<file path="src/rtl/adc_dma_pkg.sv">
package adc_dma_pkg;

    // Channel operating state
    typedef enum logic [1:0] {
        CH_IDLE = 2'd0,
        CH_RUN  = 2'd1,
        CH_STOP = 2'd2
    } ch_state_e;

    // Interrupt flag vector; bit 0 half, bit 1 full, bit 2 overflow
    typedef struct packed {
        logic ovf;
        logic full;
        logic half;
    } dma_flags_t;

    // Per-cycle events reported by the index counter
    typedef struct packed {
        logic wrote;
        logic hit_half;
        logic hit_end;
    } ptr_evt_t;

    localparam int FLAG_W = $bits(dma_flags_t);

endpackage

</file>
<file path="src/rtl/dma_index_ctr.sv">
module dma_index_ctr
    import adc_dma_pkg::*;
#(
    parameter int SIZE_W = 10
) (
    input  logic              clk,
    input  logic              rst,
    input  logic              clr,
    input  logic              step,
    input  logic              wrap_mode,
    input  logic [SIZE_W-1:0] len,
    output logic [SIZE_W-1:0] idx,
    output ptr_evt_t          evt
);

    logic [SIZE_W-1:0] nxt;
    logic [SIZE_W-1:0] half_pt;

    assign nxt     = idx + SIZE_W'(1);
    assign half_pt = len >> 1;

    always_comb begin
        evt.wrote    = step;
        evt.hit_end  = step && (nxt == len);
        evt.hit_half = step && (half_pt != '0) && (nxt == half_pt);
    end

    always_ff @(posedge clk) begin
        if (rst || clr) begin
            idx <= '0;
        end else if (step) begin
            idx <= (evt.hit_end && wrap_mode) ? '0 : nxt;
        end
    end

endmodule

</file>
<file path="src/rtl/dma_flag_reg.sv">
module dma_flag_reg
    import adc_dma_pkg::*;
(
    input  logic       clk,
    input  logic       rst,
    input  dma_flags_t set,
    input  dma_flags_t clr,
    output dma_flags_t q
);

    always_ff @(posedge clk) begin
        if (rst) begin
            q <= '0;
        end else begin
            q <= dma_flags_t'((q & ~clr) | set);
        end
    end

endmodule

</file>
<file path="src/rtl/adc_sample_dma.sv">
module adc_sample_dma
    import adc_dma_pkg::*;
#(
    parameter int ADDR_W = 16,
    parameter int SIZE_W = 10,
    parameter int DATA_W = 16
) (
    input  logic              clk,
    input  logic              rst,
    input  logic              ctl_reset,
    input  logic              ctl_load,
    input  logic              ctl_wrap,
    input  logic              adc_enable,
    input  logic [ADDR_W-1:0] buf_base,
    input  logic [SIZE_W-1:0] buf_len,
    input  logic              smp_valid,
    input  logic [DATA_W-1:0] smp_data,
    input  logic [FLAG_W-1:0] flag_clr,
    output logic              mem_we,
    output logic [ADDR_W-1:0] mem_addr,
    output logic [DATA_W-1:0] mem_wdata,
    output logic [ADDR_W-1:0] cur_addr,
    output logic              flag_half,
    output logic              flag_full,
    output logic              flag_ovf
);

    localparam int OFS_W = SIZE_W + 1;

    ch_state_e         state_q, state_d;
    logic              wrap_q;
    logic              accept;
    logic              step;
    logic [SIZE_W-1:0] idx;
    ptr_evt_t          evt;
    dma_flags_t        fl_set, fl_q;
    logic [ADDR_W-1:0] base_even;

    assign accept = smp_valid && adc_enable;
    assign step   = (state_q == CH_RUN) && accept;

    dma_index_ctr #(.SIZE_W(SIZE_W)) u_idx (
        .clk       (clk),
        .rst       (rst),
        .clr       (ctl_reset),
        .step      (step),
        .wrap_mode (wrap_q),
        .len       (buf_len),
        .idx       (idx),
        .evt       (evt)
    );

    // Channel state machine
    always_comb begin
        state_d = state_q;
        if (ctl_reset || !adc_enable) begin
            state_d = CH_IDLE;
        end else begin
            case (state_q)
                CH_IDLE: if (ctl_load) state_d = CH_RUN;
                CH_RUN:  if (evt.hit_end && !wrap_q) state_d = CH_STOP;
                default: ;
            endcase
        end
    end

    always_ff @(posedge clk) begin
        if (rst) begin
            state_q <= CH_IDLE;
            wrap_q  <= 1'b0;
        end else begin
            state_q <= state_d;
            if (state_q == CH_IDLE && state_d == CH_RUN) begin
                wrap_q <= ctl_wrap;
            end
        end
    end

    // Flag events
    always_comb begin
        fl_set.half = evt.hit_half;
        fl_set.full = evt.hit_end;
        fl_set.ovf  = (state_q == CH_STOP) && accept && !ctl_reset;
    end

    dma_flag_reg u_flags (
        .clk (clk),
        .rst (rst),
        .set (fl_set),
        .clr (dma_flags_t'(flag_clr)),
        .q   (fl_q)
    );

    // Address generation: halfword-aligned base plus 2 bytes per sample
    assign base_even = {buf_base[ADDR_W-1:1], 1'b0};
    assign cur_addr  = base_even + ADDR_W'(OFS_W'({idx, 1'b0}));

    assign mem_we    = evt.wrote;
    assign mem_addr  = cur_addr;
    assign mem_wdata = smp_data;

    assign flag_half = fl_q.half;
    assign flag_full = fl_q.full;
    assign flag_ovf  = fl_q.ovf;

endmodule

</file>
<file path="config.mk">
export PLATFORM = sky130hd
export DESIGN_NAME = adc_sample_dma
export DESIGN_NICKNAME = d
export VERILOG_FILES = /design/src/rtl/adc_dma_pkg.sv /design/src/rtl/dma_index_ctr.sv /design/src/rtl/dma_flag_reg.sv /design/src/rtl/adc_sample_dma.sv
export SDC_FILE = /design/constraint.sdc
export NUM_CORES = 1
export LEC_CHECK = 0
export ABC_AREA = 0
export ABC_CLOCK_PERIOD_IN_PS = 3120
export BUFFER_PORTS_ARGS = -buffer_cell sky130_fd_sc_hd__buf_2
export CAP_MARGIN = 40
export CORE_MARGIN = 10
export CORE_UTILIZATION = 40
export CTS_CLUSTER_DIAMETER = 120
export DETAILED_ROUTE_END_ITERATION = 6
export PLACE_DENSITY = 0.7
export REMOVE_ABC_BUFFERS = 1
export SLEW_MARGIN = 30
export SYNTH_ARGS = -nofsm -noshare
export SYNTH_HDL_FRONTEND = slang
export SYNTH_HIERARCHICAL = 1
export SYNTH_SLANG_ARGS = --single-unit
</file>
<file path="constraint.sdc">
create_clock -name clk -period 3.12 [get_ports clk]
set_input_delay 0.156 -clock clk [delete_from_list [all_inputs] [get_ports clk]]
set_output_delay 0.156 -clock clk [all_outputs]
set_load 0.005 [all_outputs]
</file>
# After elaboration in Yosys (flattened, before gate mapping)
# Cells that the tools add are included.
dict set report word_totals {
  inputBits 52
  regBits 16
  output_inout_bits 52
}
dict set report classes {
  n_reduce_logical 17
  mux 5
  n_bitwise 3
  eq_ne 5
  add_sub_neg 2
}
# cell count
set ops {}
lappend ops {{adder 16 x 11 -> 16 bit} 1}
lappend ops {{adder 10 x 1 -> 10 bit (second input constant)} 1}
lappend ops {{equality test 10 bit} 1}
lappend ops {{equality test 10 x 9 -> 1 bit} 1}
lappend ops {{logical AND 1 bit} 10}
lappend ops {{2-to-1 mux 10 bit} 1}
lappend ops {{nonzero test 10 bit} 1}
lappend ops {{2-to-1 mux 2 bit} 3}
lappend ops {{equality test 2 x 1 -> 1 bit (second input constant)} 2}
lappend ops {{one-hot mux 2 bit (2 select lines)} 1}
lappend ops {{AND 3 bit} 1}
lappend ops {{logical NOT 1 bit} 3}
lappend ops {{inverter 3 bit} 1}
lappend ops {{bitwise OR 3 bit} 1}
lappend ops {{equality test 2 bit (second input constant)} 1}
lappend ops {{logical NOT 2 bit} 1}
lappend ops {{logical OR 1 bit} 2}

# Logic depth before layout (Yosys ltp)
# Gate-level depths: netlist of run 1.
dict set report depth {
  depth_word 9
  depth_mapped 9
  mapped_depth_nobuf 9
}

# By module
# Netlist of run 1, hierarchy kept.
# module seq_area_each_um2 area_each_um2 cells_each instances
set modules_own_cells {}
lappend modules_own_cells {dma_index_ctr 200.2 1158.6 139 1}
lappend modules_own_cells {adc_sample_dma 60.1 996.0 130 1}
lappend modules_own_cells {dma_flag_reg 60.1 105.1 12 1}

# Worst setup path after synthesis of run 1
# No wires, ideal clock.
dict set report synth_path {
  kind {register -> output}
  from {register u_idx.idx[0]}
  to {output port mem_addr[9]}
  path_stages_with_launch 9
  setup_slack_ns 0.900
  arrival_ns 2.064
  path_cell_list {dfxtp_1 > ha_1 > fa_1 > a21o_1 > a221oi_2 > o21bai_2 > a21oi_2 > xnor2_1 > buf_4}
}
dict set report synth_between {
  elab_chain_cells 1
}
# element line_no
set synth_rtl {}
lappend synth_rtl {{start: declaration} dma_index_ctr.sv:12} ;# output logic [SIZE_W-1:0] idx,
lappend synth_rtl {{start signal: assignment} dma_index_ctr.sv:32} ;# idx <= (evt.hit_end && wrap_mode) ? '0 : nxt;
lappend synth_rtl {{adder 16 x 11 -> 16 bit} adc_sample_dma.sv:96} ;# assign cur_addr = base_even + ADDR_W'(OFS_W'({idx, 1'b0}));
lappend synth_rtl {{end: declaration} adc_sample_dma.sv:20} ;# output logic [ADDR_W-1:0] mem_addr,
# No other way between the ends.

# Worst setup path in the final report of run 1
# Ends and elaborated chain as after synthesis.

==> results of run 1 <==
-- routing by layer --
| metal | part of all wire | wire [um] | global-route usage |
|---|---|---|---|
| met1 | 0.43 | 2560 | 0.158 |
| met2 | 0.47 | 2810 | 0.214 |
| met3 | 0.098 | 589 | 0.0511 |
| met4 | 0.0070 | 42 | 0.0274 |
| met5 | 0 | 0 | 0 |
-- Yosys cell counts, types with 7 or more instances --
library cell	count
sky130_fd_sc_hd__ha_1	11
sky130_fd_sc_hd__inv_1	11
sky130_fd_sc_hd__nand3_1	7
sky130_fd_sc_hd__a21oi_1	11
sky130_fd_sc_hd__xor2_1	13
sky130_fd_sc_hd__dfxtp_1	16
sky130_fd_sc_hd__buf_4	35
sky130_fd_sc_hd__nor2_1	16
sky130_fd_sc_hd__xnor2_1	23
sky130_fd_sc_hd__nor3_1	7
sky130_fd_sc_hd__nand2_1	14
sky130_fd_sc_hd__nand2b_1	9
-- critical path: cells and delay by family (launching register included) --
family / cells / cell delay [ns]
AOI/OAI and AO/OA: 4 / 0.88
adders and majority gates: 2 / 0.66
DFF: 1 / 0.40
xor gates and xnor gates: 1 / 0.15
buffers and inverters: 1 / 0.15
-- per-stage QoR --
step           std cells  utilization  cell area [sq um]  hold WS [ns]
2_1_floorplan        236            -               1940         0.225
3_3_place_gp         377        0.433               2380         0.312
3_5_place_dp         377        0.433               2380         0.312
4_1_cts              381        0.443               2440         0.144
5_1_grt              381        0.443               2440         0.168
6_report             381        0.443               2440         0.140
-- power by group --
group	switching (mW)	internal, mW
registers	0.000854	0.205
clock network	0.0800	0.112
logic	0.0697	0.0607
-- cells in the final DEF, fill, tap and decap left out, types with 3 or more instances in the layout --
| master | netlist | final |
|---|---|---|
| sky130_fd_sc_hd__and3_1 | 3 | 3 |
| sky130_fd_sc_hd__nor4b_1 | 3 | 3 |
| sky130_fd_sc_hd__nand2b_1 | 9 | 9 |
| sky130_fd_sc_hd__nor2b_1 | 5 | 5 |
| sky130_fd_sc_hd__a31oi_1 | 3 | 3 |
| sky130_fd_sc_hd__nor3_2 | 6 | 6 |
| sky130_fd_sc_hd__o21ai_0 | 4 | 4 |
| sky130_fd_sc_hd__nor2_1 | 16 | 16 |
| sky130_fd_sc_hd__a21oi_1 | 11 | 11 |
| sky130_fd_sc_hd__and3_2 | 3 | 3 |
| sky130_fd_sc_hd__mux2i_1 | 3 | 3 |
| sky130_fd_sc_hd__ha_1 | 11 | 11 |
| sky130_fd_sc_hd__and4_1 | 3 | 3 |
| sky130_fd_sc_hd__nand3_1 | 7 | 7 |
| sky130_fd_sc_hd__buf_2 | 6 | 68 |
| sky130_fd_sc_hd__xor2_1 | 13 | 13 |
| sky130_fd_sc_hd__nand2_1 | 14 | 14 |
| sky130_fd_sc_hd__nor3b_1 | 4 | 4 |
| sky130_fd_sc_hd__nor3_1 | 7 | 7 |
| sky130_fd_sc_hd__nor4_1 | 3 | 3 |
| sky130_fd_sc_hd__o22ai_1 | 4 | 4 |
| sky130_fd_sc_hd__dfxtp_1 | 16 | 16 |
| sky130_fd_sc_hd__clkbuf_8 | 0 | 4 |
| sky130_fd_sc_hd__xnor2_1 | 23 | 23 |
| sky130_fd_sc_hd__inv_1 | 11 | 11 |
-- sequential cells by signal, indices dropped and copies added, names as in the netlist --
name / cells
u_flags/q: 3
state_q: 2
wrap_q: 1
u_idx/idx: 10
-- worst min-delay path by stage --
stage,from,to,slack (ns),cells past startpoint
after global routing,rst,u_flags/q[0],0.17,2
final,ctl_wrap,wrap_q,0.14,3
after global placement,smp_data[0],mem_wdata[0],0.31,0
after detailed placement,smp_data[0],mem_wdata[0],0.31,0
after CTS,ctl_wrap,wrap_q,0.14,3
after floorplan,rst,u_flags/q[0],0.23,1
-- area by class of cell --
type | count | area, sq um
tap | 72 | 90.1
sequential | 16 | 320
fill | 554 | 3070
clock buffer | 4 | 55.1
multi-input combinational | 209 | 1580
timing repair buffer | 69 | 348
inverter | 11 | 41.3
-- cell families (layout without fill, tap and decap cells) --
family | after synthesis | after routing | share of synthesized area
other cells | 1 | 2 | 0.00166
compound gates | 54 | 54 | 0.181
xor+xnor | 37 | 37 | 0.150
fa+ha+maj | 12 | 12 | 0.0698
flops | 16 | 16 | 0.142
simple gates | 101 | 101 | 0.284
mux | 3 | 3 | 0.0133
buf+inv | 57 | 84 | 0.159
==> results.ini, run 1 <==
[grt]
grt_first_pass_wirelength_mm = 9.82
first_global_vias = 2042
global_route.overflow_total = 0
grt_antenna_before_repair = 0
gr-usage-all-layers = 0.131
largest_net_degree_at_the_start_of_global_routing = 17

[worst_setup_path]
timing.rr.start = u_idx/idx[4]
worst-path-max-fanout = 8
crit_chain = ha_1 > fa_1 > a21o_1 > a221oi_2 > o21bai_2 > a21oi_2 > xnor2_1 > buf_2
worst_r2r_path_depth = 8
worstSetupEndpoint = mem_addr[9]
worst_setup_path_start_kind = register
crit_required_ns = 2.96
crit_path_end_kind = primary output
r2r-end = state_q[0]
timing.reg2reg.setup_slack_ns = 0.66
crit_arrival_ns = 2.50
cp_slowest_cell = sky130_fd_sc_hd__fa_1
timing.critical_path.slowest_cell_delay_ns = 0.41
critical_path.startpoint = u_idx/idx[0]
crit_type = register to primary output

[routing]
postRouteAntennaNets = 0
drtIter0Drc = 104
post-route-drc-count = 0
vias = 2052
totalWireLength_mm = 5.99
detailedRoute.firstPassIterationCount = 4
avgRoutedWirePerCell_um = 15.7
vias_per_cell = 5.39

[job]
max_capacitance_violation_count = 0

[sta]
worst-slew-pin-transition_ns = 0.748
final_hold_viol_count = 0
fin_crit_ns = 2.66
post-route-period-util = 0.851
worst_clock_skew_ns = 0.00485
totalNegativeSetupSlack_ns = 0
maxClockFrequency_mhz = 377
worst_setup_margin_ns = 0.464
rsz_0062_raised_after_global_routing = false
final_max_slew_viol_count = 0
finalSetupViolCount = 0
slew_headroom = 0.501

[clock_network]
cts_hold_buffers_added = 0
cts_inserted_buffers = 3
cts_buffer_depth = 2
post_cts_setup_buffer_count = 0
clkTransAtPathRegs_ns = 0.07
ctsResizeCount = 0
clock_insertion_delay_worst_skew_ns = 0.26
tritoncts = yes
cts-htree-levels = 1
root_buffer = sky130_fd_sc_hd__clkbuf_8
tritoncts_num_sinks = 16

[place]
detailedPlace.worstSlack_ns = 0.735
portBuffers = 68
detailedPlacementHpwl_mm = 4.79
gp_congestion = 0.810

[die]
floorplan.core_area_sq_um = 5510
pin_count = 104
die-height_um = 95.2
die_area_sq_um = 9060
dieWidth_um = 95.2
floorplan.initialDensity = 0.410
core.rowCount = 27

[yosys]
post-synth-top-area-cell = sky130_fd_sc_hd__dfxtp_1
synth.cell_area_sq_um = 2260
synth_edf_count = 0
synth_warn = 6
mean_instance_size_in_the_synthesized_netlist_sq_um = 8.04
ys_types = 66
synthesis.instances = 281
synth_top_area_frac = 0.142
synth_area_leaders = sky130_fd_sc_hd__dfxtp_1 (14%), sky130_fd_sc_hd__buf_4 (12%), sky130_fd_sc_hd__xnor2_1 (8.9%), sky130_fd_sc_hd__ha_1 (6.1%), sky130_fd_sc_hd__xor2_1 (5.0%)
synth_ff_type = sky130_fd_sc_hd__dfxtp_1
synth.ff_latch_count = 16
synth_seq_area_share = 0.142
asyncSetResetFlopFracSynth = 0

[pwr]
design_power_total_uw = 528
power.static_leakage_nw = 1.03
peakVddDrop_mv = 0.112
power.density_nw_per_um2 = 217

[finish]
layout-area-overhead-vs-synth_pct = 7.86
final_net_count = 374
number_of_inserted_diodes = 0
drive_above_1_share = 0.324

[outcome]
status = completed

[hold_path]
hold_class = input pin to register

Note: power is estimated with default switching activity, not from simulation.
==> run 2, diff against run 1 <==
Settings changed: ABC_CLOCK_PERIOD_IN_PS 3120 to 3400, MAX_ROUTING_LAYER from default to met4.
Clock period 3.12 ns to 3.4 ns, I/O delays scaled along.
==> run 2 against run 1 <==
Effect of this change:
- combinational power decreased by 8%
- design area unchanged
- setup slack improved by 0.24 ns
- sequential power decreased by 8%
- count of clock-buffer cells in the layout unchanged
==> results.ini, run 2 (synthesized netlist as in run 1, its figures left out) <==
[clock_network]
clock_insertion_delay_worst_skew_ns = 0.25  ; about the same
cts_inserted_buffers = 3  ; unchanged
clkTransAtPathRegs_ns = 0.07  ; about the same
cts_hold_buffers_added = 0  ; unchanged
post_cts_setup_buffer_count = 0  ; unchanged
tritoncts = yes
ctsResizeCount = 0  ; unchanged
root_buffer = sky130_fd_sc_hd__clkbuf_8
cts-htree-levels = 1  ; unchanged
tritoncts_num_sinks = 16  ; unchanged
cts_buffer_depth = 2  ; unchanged

[worst_setup_path]
crit_type = register to primary output
timing.critical_path.slowest_cell_delay_ns = 0.41  ; about the same
timing.rr.start = u_idx/idx[4]
worst_path_dominant_cell_family = compound AO/OA/AOI/OAI gates
timing.reg2reg.setup_slack_ns = 0.96  ; +0.30 ns
crit_required_ns = 3.23  ; +0.27 ns
worst_setup_path_start_kind = register
worst_r2r_path_depth = 8  ; unchanged
crit_path_end_kind = primary output
worst-path-max-fanout = 8  ; unchanged
worst-path-buf-inv = 1  ; unchanged
worstSetupPathDepth = 8  ; unchanged
crit_chain = ha_1 > fa_1 > a21o_1 > a221oi_2 > o21bai_2 > a21oi_2 > xnor2_1 > buf_2
crit_arrival_ns = 2.52  ; +0.02 ns
r2r-end = state_q[0]
cp_slowest_cell = sky130_fd_sc_hd__dfxtp_1

[finish]
final_net_count = 374  ; unchanged
final_common_cell = sky130_fd_sc_hd__buf_2
layout.core_utilization = 0.443  ; unchanged
number_of_inserted_diodes = 0  ; unchanged
max_flop_register = u_idx/idx
flip_flop_count_of_the_largest_register_all_copies_and_words_added = 10  ; unchanged
drive_above_1_share = 0.324  ; unchanged
seqCellArea_sq_um = 320  ; unchanged
n_fill_cell = 553  ; -0.18%
multi_input_area_sq_um = 1580  ; unchanged
registers_with_the_most_flip_flops = u_idx/idx (10), u_flags/q (3), state_q (2)
layout-area-overhead-vs-synth_pct = 7.86  ; unchanged
mostFrequentLayoutCells = sky130_fd_sc_hd__buf_2 (68), sky130_fd_sc_hd__xnor2_1 (23), sky130_fd_sc_hd__nor2_1 (16), sky130_fd_sc_hd__dfxtp_1 (16), sky130_fd_sc_hd__nand2_1 (14)

[die]
core.rowCount = 27  ; unchanged
floorplan.core_area_sq_um = 5510  ; unchanged
pin_count = 104  ; unchanged
floorplan.initialDensity = 0.410  ; unchanged
die-height_um = 95.2  ; unchanged
dieWidth_um = 95.2  ; unchanged
die_area_sq_um = 9060  ; unchanged

[hold_path]
min_to = wrap_q
hold_class = input pin to register
hold-path-cell-count = 3  ; unchanged
min_from = ctl_wrap

[place]
gp_congestion = 0.855  ; +5.7%
portBuffers = 68  ; unchanged
detailedPlace.worstSlack_ns = 0.992  ; +0.257 ns
detailedPlacementHpwl_mm = 4.81  ; +0.43%

[sta]
worst-slew-pin-transition_ns = 0.753  ; +0.00521 ns
fin_worst_hold_slack_ns = 0.151  ; +0.0109 ns
maxClockFrequency_mhz = 371
worst_clock_skew_ns = 0.00305  ; -0.00180 ns
fin_crit_ns = 2.69
final_hold_viol_count = 0  ; unchanged
totalNegativeSetupSlack_ns = 0  ; unchanged
worst_setup_margin_ns = 0.708  ; +0.244 ns
final_max_slew_viol_count = 0  ; unchanged
rsz_0062_raised_after_global_routing = false
finalSetupViolCount = 0  ; unchanged
post-route-period-util = 0.792
slew_headroom = 0.498  ; -0.00347

[routing]
detailedRoute.firstPassIterationCount = 4  ; unchanged
post-route-drc-count = 0  ; unchanged
vias_per_cell = 5.47  ; +1.6%
totalWireLength_mm = 6.09  ; +1.6%
avgRoutedWirePerCell_um = 16.0  ; +1.6%
postRouteAntennaNets = 0  ; unchanged
vias = 2085  ; +1.6%
drtIter0Drc = 142  ; +37%

[grt]
grt_antenna_before_repair = 0  ; unchanged
grt_first_pass_wirelength_mm = 9.71  ; -1.1%
gr-usage-all-layers = 0.133  ; +0.00202
first_global_vias = 2088  ; +2.3%
global_route.overflow_total = 0  ; unchanged
largest_net_degree_at_the_start_of_global_routing = 18  ; +1

[pwr]
power.static_leakage_nw = 1.03  ; unchanged
peakVddDrop_mv = 0.175  ; +56%
power.density_nw_per_um2 = 199  ; -8.1%

[outcome]
status = completed

[job]
max_capacitance_violation_count = 0  ; unchanged

run 2: final cells by class:
cell class | count | share of cell area
Multi-Input combinational cell | 209 | 0.649
Sequential cell | 16 | 0.131
Tap cell | 72 | 0.0370
Clock buffer | 4 | 0.0226
Inverter | 11 | 0.0169
Timing Repair Buffer | 69 | 0.143
run 2: tightest hold or removal path, delay by kind of cell:
family | cells | cell delay, ns
and+or+nand+nor | 1 | 0.07
muxes | 1 | 0.05
buffers and inverters | 1 | 0.07
run 2: how the worst max path moves through the flow:
stage	startpoint	endpoint	slack, ns
after detailed placement	u_idx/idx[0]	mem_addr[9]	0.99
after CTS	u_idx/idx[0]	mem_addr[9]	0.70
after floorplan	u_idx/idx[0]	state_q[0]	1.27
after global routing	u_idx/idx[0]	cur_addr[9]	0.56
final	u_idx/idx[0]	mem_addr[9]	0.71
after global placement	u_idx/idx[0]	cur_addr[9]	0.99
run 2: per-layer routing:
layer	GRT usage	vias to the layer above	share of wire
met4	0.0249	0	0.013
met5	-	-	0
met1	0.161	955	0.46
met2	0.213	96	0.45
met3	0.0393	9	0.077
li1	-	1025	-
run 2: report_power, final:
part	leakage, nW	total (mW)	switching (mW)	internal (mW)
clock	0.0288	0.177	0.0737	0.103
combinational	0.874	0.120	0.0647	0.0557
sequential	0.129	0.189	0.000885	0.188
run 2: per-stage QoR:
| stage | power [mW] | cell area (sq um) | cells |
|---|---|---|---|
| finish | 0.486 | 2440 | 381 |
| global route | 0.508 | 2440 | 381 |
| CTS | 0.487 | 2440 | 381 |
| detailed placement | 0.313 | 2380 | 377 |
| global placement | 0.310 | 2380 | 377 |
| floorplan | 0.253 | 1940 | 236 |
==> run 3, diff against run 2 <==
Settings changed: ABC_CLOCK_PERIOD_IN_PS 3400 to 2510.
Clock period 3.4 ns to 2.51 ns, I/O delays scaled along.
==> run 3 against run 2 <==
Effect of this change:
- clock skew fell by 0.0024 ns
- cell count is 1.8% higher
- worst hold slack got worse by 0.032 ns
- die area unchanged
- critical path type unchanged
- critical path depth stayed put
- count of clock-buffer cells in the layout unchanged
- register-to-register slack got worse by 0.75 ns
==> results.ini, run 3 (synthesized netlist as in run 1, its figures left out) <==
[routing]
avgRoutedWirePerCell_um = 16.0  ; +0.16%
detailedRoute.firstPassIterationCount = 4  ; unchanged
vias_per_cell = 5.45  ; -0.34%
post-route-drc-count = 0  ; unchanged
totalWireLength_mm = 6.21  ; +2.0%
postRouteAntennaNets = 0  ; unchanged
drtIter0Drc = 101  ; -29%
vias = 2116  ; +1.5%

[place]
gp_congestion = 0.848  ; -0.82%
detailedPlace.worstSlack_ns = 0.129  ; -0.862 ns
portBuffers = 68  ; unchanged
detailedPlacementHpwl_mm = 4.92  ; +2.2%

[sta]
finalSetupViolCount = 0  ; unchanged
fin_crit_ns = 2.39
fin_worst_hold_slack_ns = 0.119  ; -0.0320 ns
post-route-period-util = 0.952
worst_setup_margin_ns = 0.121  ; -0.587 ns
rsz_0062_raised_after_global_routing = false
totalNegativeSetupSlack_ns = 0  ; unchanged
maxClockFrequency_mhz = 419
final_max_slew_viol_count = 0  ; unchanged
final_hold_viol_count = 0  ; unchanged
worst_clock_skew_ns = 0.000691  ; -0.00236 ns

[pwr]
design_power_total_uw = 658  ; +35%
power.density_nw_per_um2 = 261  ; +31%
peakVddDrop_mv = 0.117  ; -33%
power.static_leakage_nw = 1.06  ; +3.2%

[job]
max_capacitance_violation_count = 0  ; unchanged

[finish]
registers_with_the_most_flip_flops = u_idx/idx (10), u_flags/q (3), state_q (2)
n_fill_cell = 541  ; -2.2%
final_net_count = 381  ; +1.9%
number_of_inserted_diodes = 0  ; unchanged
drive_above_1_share = 0.361  ; +0.0371
layout-area-overhead-vs-synth_pct = 11.4
final_common_cell = sky130_fd_sc_hd__buf_2
multi_input_area_sq_um = 1600  ; +1.3%
flip_flop_count_of_the_largest_register_all_copies_and_words_added = 10  ; unchanged
mostFrequentLayoutCells = sky130_fd_sc_hd__buf_2 (68), sky130_fd_sc_hd__xnor2_1 (23), sky130_fd_sc_hd__nor2_1 (16)
max_flop_register = u_idx/idx
seqCellArea_sq_um = 328  ; +2.3%

[die]
floorplan.initialDensity = 0.410  ; unchanged
die_area_sq_um = 9060  ; unchanged
core.rowCount = 27  ; unchanged
dieWidth_um = 95.2  ; unchanged
pin_count = 104  ; unchanged
floorplan.core_area_sq_um = 5510  ; unchanged
die-height_um = 95.2  ; unchanged

[clock_network]
cts_inserted_buffers = 3  ; unchanged
cts_hold_buffers_added = 0  ; unchanged
clkTransAtPathRegs_ns = 0.07  ; about the same
tritoncts = yes
root_buffer = sky130_fd_sc_hd__clkbuf_8
tritoncts_num_sinks = 16  ; unchanged
cts-htree-levels = 1  ; unchanged
clock_insertion_delay_worst_skew_ns = 0.26  ; about the same
cts_buffer_depth = 2  ; unchanged

[worst_setup_path]
worst_setup_path_start_kind = register
crit_required_ns = 2.38  ; -0.85 ns
crit_type = register to primary output
worst-path-max-fanout = 8  ; unchanged
timing.reg2reg.setup_slack_ns = 0.21  ; -0.75 ns
crit_arrival_ns = 2.26  ; -0.26 ns
crit_path_end_kind = primary output
worst_r2r_path_depth = 9  ; +1

[hold_path]
hold_class = input pin to register
hold-path-cell-count = 2  ; -1

[grt]
grt_antenna_before_repair = 0  ; unchanged
largest_net_degree_at_the_start_of_global_routing = 17  ; -1
global_route.overflow_total = 0  ; unchanged
gr-usage-all-layers = 0.136  ; +0.00302
grt_first_pass_wirelength_mm = 9.95  ; +2.5%
first_global_vias = 2086  ; -0.096%

[outcome]
status = completed

## run 3: cell count changes in the layout (fill, tap and decap cells not counted), sizes merged
cell / previous run / this run
buf: 69 / 76
## run 3: worst paths after layout
check,start,end
max reg2reg,u_idx/idx[0],state_q[0]
max,u_idx/idx[0],cur_addr[9]
min,rst,u_flags/q[0]
min reg2reg,u_flags/q[0],u_flags/q[0]
## run 3: power breakdown
group / internal [mW] / leakage, nW / switching, mW
Clock: 0.140 / 0.0288 / 0.0977
Sequential: 0.254 / 0.131 / 0.00118
Combinational: 0.0769 / 0.905 / 0.0886
## run 3: area by class of cell
class | instances | share of cell area
flip-flops and latches | 16 | 0.130
inverters | 11 | 0.0164
clock buffers | 4 | 0.0219
multi-input cells | 209 | 0.637
repair buffers | 76 | 0.159
well taps | 72 | 0.0358
## run 3: critical path, cell delays in order, from the launching register on
cell                       delay, ns
sky130_fd_sc_hd__dfxtp_4        0.38
sky130_fd_sc_hd__ha_2           0.19
sky130_fd_sc_hd__fa_2           0.35
sky130_fd_sc_hd__a21o_1         0.21
sky130_fd_sc_hd__a221oi_4       0.34
sky130_fd_sc_hd__o21bai_2       0.10
sky130_fd_sc_hd__a21oi_2        0.15
sky130_fd_sc_hd__xnor2_1        0.15
sky130_fd_sc_hd__buf_2          0.15
## run 3: per-stage QoR
stage	area, sq um	utilization	cells
CTS	2500	0.454	388
global route	2520	0.457	388
floorplan	1940	-	236
global placement	2430	0.441	383
detailed placement	2430	0.441	383
finish	2520	0.457	388
## run 3: timing repair
action,CTS,global route
gates resized for setup,2,9
setup endpoints to repair,8,15
hold endpoints to repair,0,0
buffers inserted,1,0
pin swaps,1,3
## run 3: metal layers
metal / routed length (um) / part of all wire / track usage / vias up
met2: 3000 / 0.48 / 0.222 / 91
met4: 33 / 0.0053 / 0.0187 / 0
met1: 2690 / 0.43 / 0.165 / 984
met5: 0 / 0 / - / -
met3: 482 / 0.078 / 0.0393 / 4
li1: - / - / - / 1037
